--- src/rtl/spi_div_pkg.sv ---
package spi_div_pkg;
  // strobes from control to datapath
  typedef struct packed {
    logic hold;  // disabled: clear and idle
    logic wrap;  // half-period boundary reached
  } divStrobes_t;
endpackage

--- src/rtl/spi_div_ctrl.sv ---
module spi_div_ctrl
  import spi_div_pkg::*;
#(
  parameter int CODE_W = 4,
  parameter int EXT_W  = 8,
  parameter int CNT_W  = 15
) (
  input  logic              clk,
  input  logic              rstN,
  input  logic              enable,
  input  logic              fineMode,
  input  logic [CODE_W-1:0] divCode,
  input  logic [EXT_W-1:0]  divExt,
  input  logic [CNT_W-1:0]  cnt,
  output divStrobes_t       strobes,
  output logic [CNT_W-1:0]  limit
);
  localparam int FINE_W = CODE_W + EXT_W;

  logic [CNT_W-1:0] coarseLimit;
  logic [CNT_W-1:0] fineLimit;
  logic [CNT_W-1:0] nextLimit;
  logic [CNT_W-1:0] limitQ;

  always_comb begin
    coarseLimit = (CNT_W'(1) << divCode) - CNT_W'(1);
    fineLimit   = CNT_W'({divExt, divCode});
    nextLimit   = fineMode ? fineLimit : coarseLimit;
  end

  always_comb begin
    strobes.hold = !enable;
    strobes.wrap = enable && (cnt == limitQ);
  end

  // ratio is taken only when idle or at a period boundary
  always_ff @(posedge clk or negedge rstN) begin
    if (!rstN) begin
      limitQ <= '0;
    end else if (strobes.hold || strobes.wrap) begin
      limitQ <= nextLimit;
    end
  end

  assign limit = limitQ;

  if (FINE_W > CNT_W) begin : g_badWidth
    initial $error("counter narrower than fine ratio");
  end
endmodule

--- src/rtl/spi_div_datapath.sv ---
module spi_div_datapath
  import spi_div_pkg::*;
#(
  parameter int CNT_W = 15
) (
  input  logic             clk,
  input  logic             rstN,
  input  divStrobes_t      strobes,
  input  logic             idlePol,
  output logic [CNT_W-1:0] cnt,
  output logic             halfTick,
  output logic             sclk
);
  logic [CNT_W-1:0] cntQ;
  logic             tickQ;
  logic             sclkQ;

  always_ff @(posedge clk or negedge rstN) begin
    if (!rstN) begin
      cntQ  <= '0;
      tickQ <= 1'b0;
      sclkQ <= 1'b0;
    end else if (strobes.hold) begin
      cntQ  <= '0;
      tickQ <= 1'b0;
      sclkQ <= idlePol;
    end else if (strobes.wrap) begin
      cntQ  <= '0;
      tickQ <= 1'b1;
      sclkQ <= ~sclkQ;
    end else begin
      cntQ  <= cntQ + CNT_W'(1);
      tickQ <= 1'b0;
    end
  end

  assign cnt      = cntQ;
  assign halfTick = tickQ;
  assign sclk     = sclkQ;
endmodule

--- src/rtl/spi_clk_divider.sv ---
module spi_clk_divider
  import spi_div_pkg::*;
#(
  parameter int CODE_W = 4,
  parameter int EXT_W  = 8
) (
  input  logic              clk,
  input  logic              rstN,
  input  logic              enable,
  input  logic              fineMode,
  input  logic [CODE_W-1:0] divCode,
  input  logic [EXT_W-1:0]  divExt,
  input  logic              idlePol,
  output logic              halfTick,
  output logic              sclk
);
  localparam int COARSE_W = (2 ** CODE_W) - 1;
  localparam int FINE_W   = CODE_W + EXT_W;
  localparam int CNT_W    = (COARSE_W > FINE_W) ? COARSE_W : FINE_W;

  divStrobes_t      strobes;
  logic [CNT_W-1:0] cntQ;
  logic [CNT_W-1:0] limitQ;

  spi_div_ctrl #(
    .CODE_W(CODE_W),
    .EXT_W (EXT_W),
    .CNT_W (CNT_W)
  ) u_ctrl (
    .clk     (clk),
    .rstN    (rstN),
    .enable  (enable),
    .fineMode(fineMode),
    .divCode (divCode),
    .divExt  (divExt),
    .cnt     (cntQ),
    .strobes (strobes),
    .limit   (limitQ)
  );

  spi_div_datapath #(
    .CNT_W(CNT_W)
  ) u_dp (
    .clk     (clk),
    .rstN    (rstN),
    .strobes (strobes),
    .idlePol (idlePol),
    .cnt     (cntQ),
    .halfTick(halfTick),
    .sclk    (sclk)
  );
endmodule

--- config.mk ---
export PLATFORM = sky130hd
export DESIGN_NAME = spi_clk_divider
export DESIGN_NICKNAME = d
export VERILOG_FILES = /design/src/rtl/spi_div_pkg.sv /design/src/rtl/spi_div_ctrl.sv /design/src/rtl/spi_div_datapath.sv /design/src/rtl/spi_clk_divider.sv
export SDC_FILE = /design/constraint.sdc
export NUM_CORES = 1
export LEC_CHECK = 0
export BUFFER_PORTS_ARGS = -buffer_cell sky130_fd_sc_hd__buf_2
export CORE_ASPECT_RATIO = 1.4
export CORE_UTILIZATION = 55
export CTS_BUF_LIST = sky130_fd_sc_hd__clkbuf_16
export CTS_CLUSTER_SIZE = 25
export DETAILED_ROUTE_END_ITERATION = 10
export GPL_TIMING_DRIVEN = 1
export PLACE_DENSITY = 0.72
export SYNTH_ARGS = -nofsm -noshare
export SYNTH_HDL_FRONTEND = slang
export SYNTH_HIERARCHICAL = 1
export SYNTH_SLANG_ARGS = --single-unit
--- constraint.sdc ---
create_clock -name clk -period 2.6 [get_ports clk]
set_input_delay 0.13 -clock clk [delete_from_list [all_inputs] [get_ports clk]]
set_output_delay 0.13 -clock clk [all_outputs]
set_load 0.01 [all_outputs]
Yosys cells after proc, flatten, opt, wreduce, memory -nomap -nowiden --
Cells that the tools add are included. W data, S select, Z words.
Operators by class: multiply operators 0, shift-type cells 1, muxes and demuxes 7, equality and inequality tests 2, bitwise gates (word level) 1, reduce and logical (&&, ||, !) cells 3, magnitude comparators 0, add/subtract/negate cells 2, div/mod/pow operators 0
Operator list (number):
- $mux W15 | 3
- $add A15 B1 Y15 const B | 1
- $eq A15 B15 Y1 | 1
- $shl A1 B4 Y15 const A | 1
- $sub A15 B2 Y15 const B | 1
- $mux W1 | 4
- $ne A2 B1 Y1 const B | 1
- $logic_and A1 B1 Y1 | 1
- $logic_not A1 Y1 | 1
- $logic_or A1 B1 Y1 | 1
- $not A1 Y1 | 1
Storage, ports and cells: memories 0, RAM bits 0, register bits 32, word-level logic and storage cells 20, bits in latches 0, bits of input ports 17, output and inout port bits 2, memory bits (read-only) 0

Longest topological paths before layout --
word-level depth 4, mapped depth 10, depth with buffers taken out 8

Modules after synthesis --
The synthesis kept the hierarchy.
By module, submodules not included:
- spi_div_ctrl | sequential area each 375.4 µm², instances 1, cells an instance 117, area an instance 1128.6 µm²
- spi_div_datapath | sequential area each 425.4 µm², instances 1, cells an instance 80, area an instance 824.5 µm²

Worst setup path before layout --
OpenSTA, ideal clock, no wires.
kind reg-to-reg, start register u_dp.cntQ[3] (netlist: u_dp/cnt[3]), end register u_dp.cntQ[2] (netlist: u_dp/cnt[2]), setup slack 742 ps, setup time 132 ps, data required time 2468 ps, period minus slack after synthesis 1858 ps, path buffers 1, arrival 1727 ps, cell stages (with the launch flop) 8, path through dfrtp_1 > xor2_1 > nor4_2 > nand3_1 > nor2_1 > or2_1 > clkbuf_1 > nor2_1
RTL lines:
- start: declaration | line spi_div_datapath.sv:14 | logic [CNT_W-1:0] cntQ;
- start signal: assignment | line spi_div_datapath.sv:32 | cntQ <= cntQ + CNT_W'(1);

==> key figures <==
Floorplan
  • Starting density of the core: 0.578
  • Die area: around 3800 um^2
  • FP Rows: 25
  • Core Area: ~3400 um^2
  • Chip height: 72.5 um
  • Num ports: 19
  • Die W: 52.4 um

Clocking
  • CTS sink cnt: 32
  • Setup Fix Bufs, Post-CTS: 0
  • Cts hold-fix bufs: 1
  • CTS Buffer Depth: 2
  • H-tree depth: 2
  • Inserted Clock Buffers: 5
  • CTS root buffer: clkbuf_16
  • Clk slew on worst S/H paths: around 50 ps
  • Post-CTS Resized: 0
  • Worst skew pair latency: 270 ps
  • CTS tree: built

Critical path
  • Crit path buf inv count: 0
  • CP arrival: about 2200 ps
  • Crit-path slowest cell: dfrtp_1
  • CP Class: register to register
  • Critical path launch point: u_dp/cnt[8]
  • Slowest cell delay on critical path: 460 ps
  • Critical Path RT: 2740 ps
  • CP dominant cell by count: nor2_1
  • Worst r2r src: u_dp/cnt[8]
  • Startpoint Class: register
  • CP cell instances: xor2_1 > nor4_2 > nand3_1 > nor2_1 > or2_1 > nor2_1
  • Critical Path Sink Type: register
  • Max Fanout on Critical Path: 10
  • Top Family by Delay on Critical Path: simple AND/OR/NAND/NOR gates

Power
  • Sw Pwr: approximately 0.00030 W
  • Sequential share of power: 0.444
  • Switching Fraction: 0.240
  • PD cells: 577 nW/um^2
  • Leak: 0.985 nW
  • VDD IR max: 394 uV
  • Clock network fraction of total power: 0.422
  • Cell internal pwr: 0.000958 W
  • Combinational group share of total power: 0.133

Global route
  • Global-route wire length before repair: 6.68 mm
  • GR Overflow Total: 0
  • Antenna violations before repair: 0
  • Vias in the first global route: 1467
  • Overall routing resource usage: 0.242
  • Largest net degree at the start of global routing: 33

Synthesis
  • Register area share after synthesis: 0.410
  • Synth Area in Adders: 0.0128
  • Yosys reg bits: 32
  • Async SR Flop Fraction: 1.00
  • Multiplexer area fraction after synthesis: 0.135
  • Post-synthesis cell area: 1950 um^2
  • Synth Area in Compound Gates: 0.104
  • Post-Syn Instances: 197
  • Post-synth EDFFs: 0
  • Number of warnings issued by yosys: 6
  • Largest family of logic cells by synthesized area: simple AND/OR/NAND/NOR gates
  • Synth cell types: 38
  • Synth Area in Simple Gates: 0.202
  • Dominant synthesized flop cell: dfrtp_1
  • Post-Syn Nets: 216
  • XOR/XNOR Fraction of Synth Area: 0.0897
  • Mean Syn Cell Area: 9.91 um^2

Final layout
  • Layout cell share with drive strength beyond 1: 0.209
  • Fillers: 291
  • Area occupied by multi-input gates: ~1100 um^2
  • Final nets: 233
  • Antenna Cells: 0
  • Storage element area: 801 um^2
  • Area delta synth->final: 11.7%
  • Fin cells: 255

STA
  • Setup ws final: 586 ps
  • Final TNS setup: 0 ps
  • Fin. max-slew vios: 0
  • Final-report setup violation count: 0
  • Max_slew headroom: 0.532
  • Count of final hold-check violations: 0
  • Final Cycle Share: 0.775
  • Tightest Pin Transition: ~700 ps
  • Fmax: 0.497 GHz
  • Final hold slack: 108 ps
  • RSZ-0062 raised after global routing: no
  • Tmin final: 2010 ps
  • Final worst clock skew: 5.39 ps

Placed design
  • Inst Count DP: 246
  • Pre-CTS WS: between 500 and 600 ps
  • Buffers on Ports: 18
  • Placer Congestion: 0.889
  • Post-DP HPWL: between 2 and 3 mm

Route
  • Drt total wl: 3.90 mm
  • 1st-pass router iterations: 4
  • Post-DR vias/cell: 5.85
  • DRC violations left: 0
  • Routed length per instance: 15.3 um
  • Post-DRT Antenna Nets: 0
  • Total number of vias: approximately 1500
  • Initial DRC count: 48

Hold path
  • Hold Path Class: input port to register
  • HP Start: idlePol

Outcome
  • Status: completed

Flow run
  • Max-Cap Viols: 0
## logic make-up after synthesis
| group | count (synthesis) |
|---|---|
| and+or+nand+nor | 71 |
| AOI/OAI and AO/OA | 34 |
| DFF | 32 |
| muxes | 21 |
| xor gates and xnor gates | 20 |
| buffers and inverters | 17 |
| adders and majority gates | 2 |
## sequential cells by signal (all words and copies together), names as in the netlist
signal,count
u_dp/halfTick,1
u_dp/sclk,1
u_ctrl/limit,15
u_dp/cnt,15
## layout make-up
class,instances,share of cell area
multi-input combinational,148,0.486
timing repair buffer,20,0.0493
inverter,7,0.0120
sequential,32,0.367
clock inverter,3,0.00516
tap,40,0.0229
clock buffer,5,0.0573
## cells in the final DEF, fill, tap and decap left out, types with 5 or more instances in the layout
cell,n
a21oi_1,11
buf_2,18
clkbuf_16,5
dfrtp_1,32
inv_1,9
mux2_2,7
mux2_4,9
mux2i_1,5
nand2_1,20
nand3_1,5
nor2_1,15
o21ai_0,8
o31ai_1,5
or3_1,5
xnor2_1,8
xor2_1,12
## per-stage QoR
stage                     area [um^2]  utilization  power, W
after detailed placement         2040        0.603  0.000735
final                            2180        0.646   0.00126
after global routing             2180        0.646   0.00131
after CTS                        2180        0.646   0.00127
after global placement           2040        0.603  0.000729
after floorplan                  1950            -  0.000689
## power groups by stage
stage | clock (W) | sequential, W | combinational (W)
6_report | 0.000532 | 0.000559 | 0.000168
2_1_floorplan | 0 | 0.000561 | 0.000128
3_3_place_gp | 0 | 0.000567 | 0.000162
3_5_place_dp | 0 | 0.000568 | 0.000167
4_1_cts | 0.000536 | 0.000560 | 0.000169
5_1_grt | 0.000563 | 0.000564 | 0.000184
## per-layer routing
metal / wire (um) / part of all wire / global-route usage / up-vias
met5: 0 / 0 / 0 / -
met4: 63 / 0.016 / 0.0877 / 0
met3: 104 / 0.027 / 0.0650 / 6
met1: 1630 / 0.42 / 0.264 / 720
met2: 2100 / 0.54 / 0.433 / 33
li1: - / - / - / 732
## worst min-delay path: cells and delay by family
family	cells	cell delay, ps
AO/OA/AOI/OAI	1	80
buffers and inverters	1	70
AND/OR/NAND/NOR	1	60
## final timing paths
| kind | endpoint | slack (ps) | cells after the start |
|---|---|---|---|
| max | u_dp/cnt[3] | 590 | 6 |
| min in group asynchronous | u_dp/cnt[1] | 450 | 2 |
| max in group asynchronous | u_ctrl/limit[12] | 1700 | 2 |
| max reg2reg | u_dp/cnt[3] | 590 | 6 |
| min | u_dp/sclk | 110 | 3 |
| min reg2reg | u_ctrl/limit[5] | 530 | 1 |
## cells in the mapped netlist, drive strengths merged, types with 6 or more instances
cell | n | area share
dfrtp | 32 | 0.41
nand2 | 20 | 0.038
mux2 | 16 | 0.11
nor2 | 15 | 0.029
xor2 | 12 | 0.054
a21oi | 11 | 0.028
o21ai | 11 | 0.028
xnor2 | 8 | 0.036
inv | 7 | 0.013
nand4 | 6 | 0.030
(Power assumes the default switching activity.)
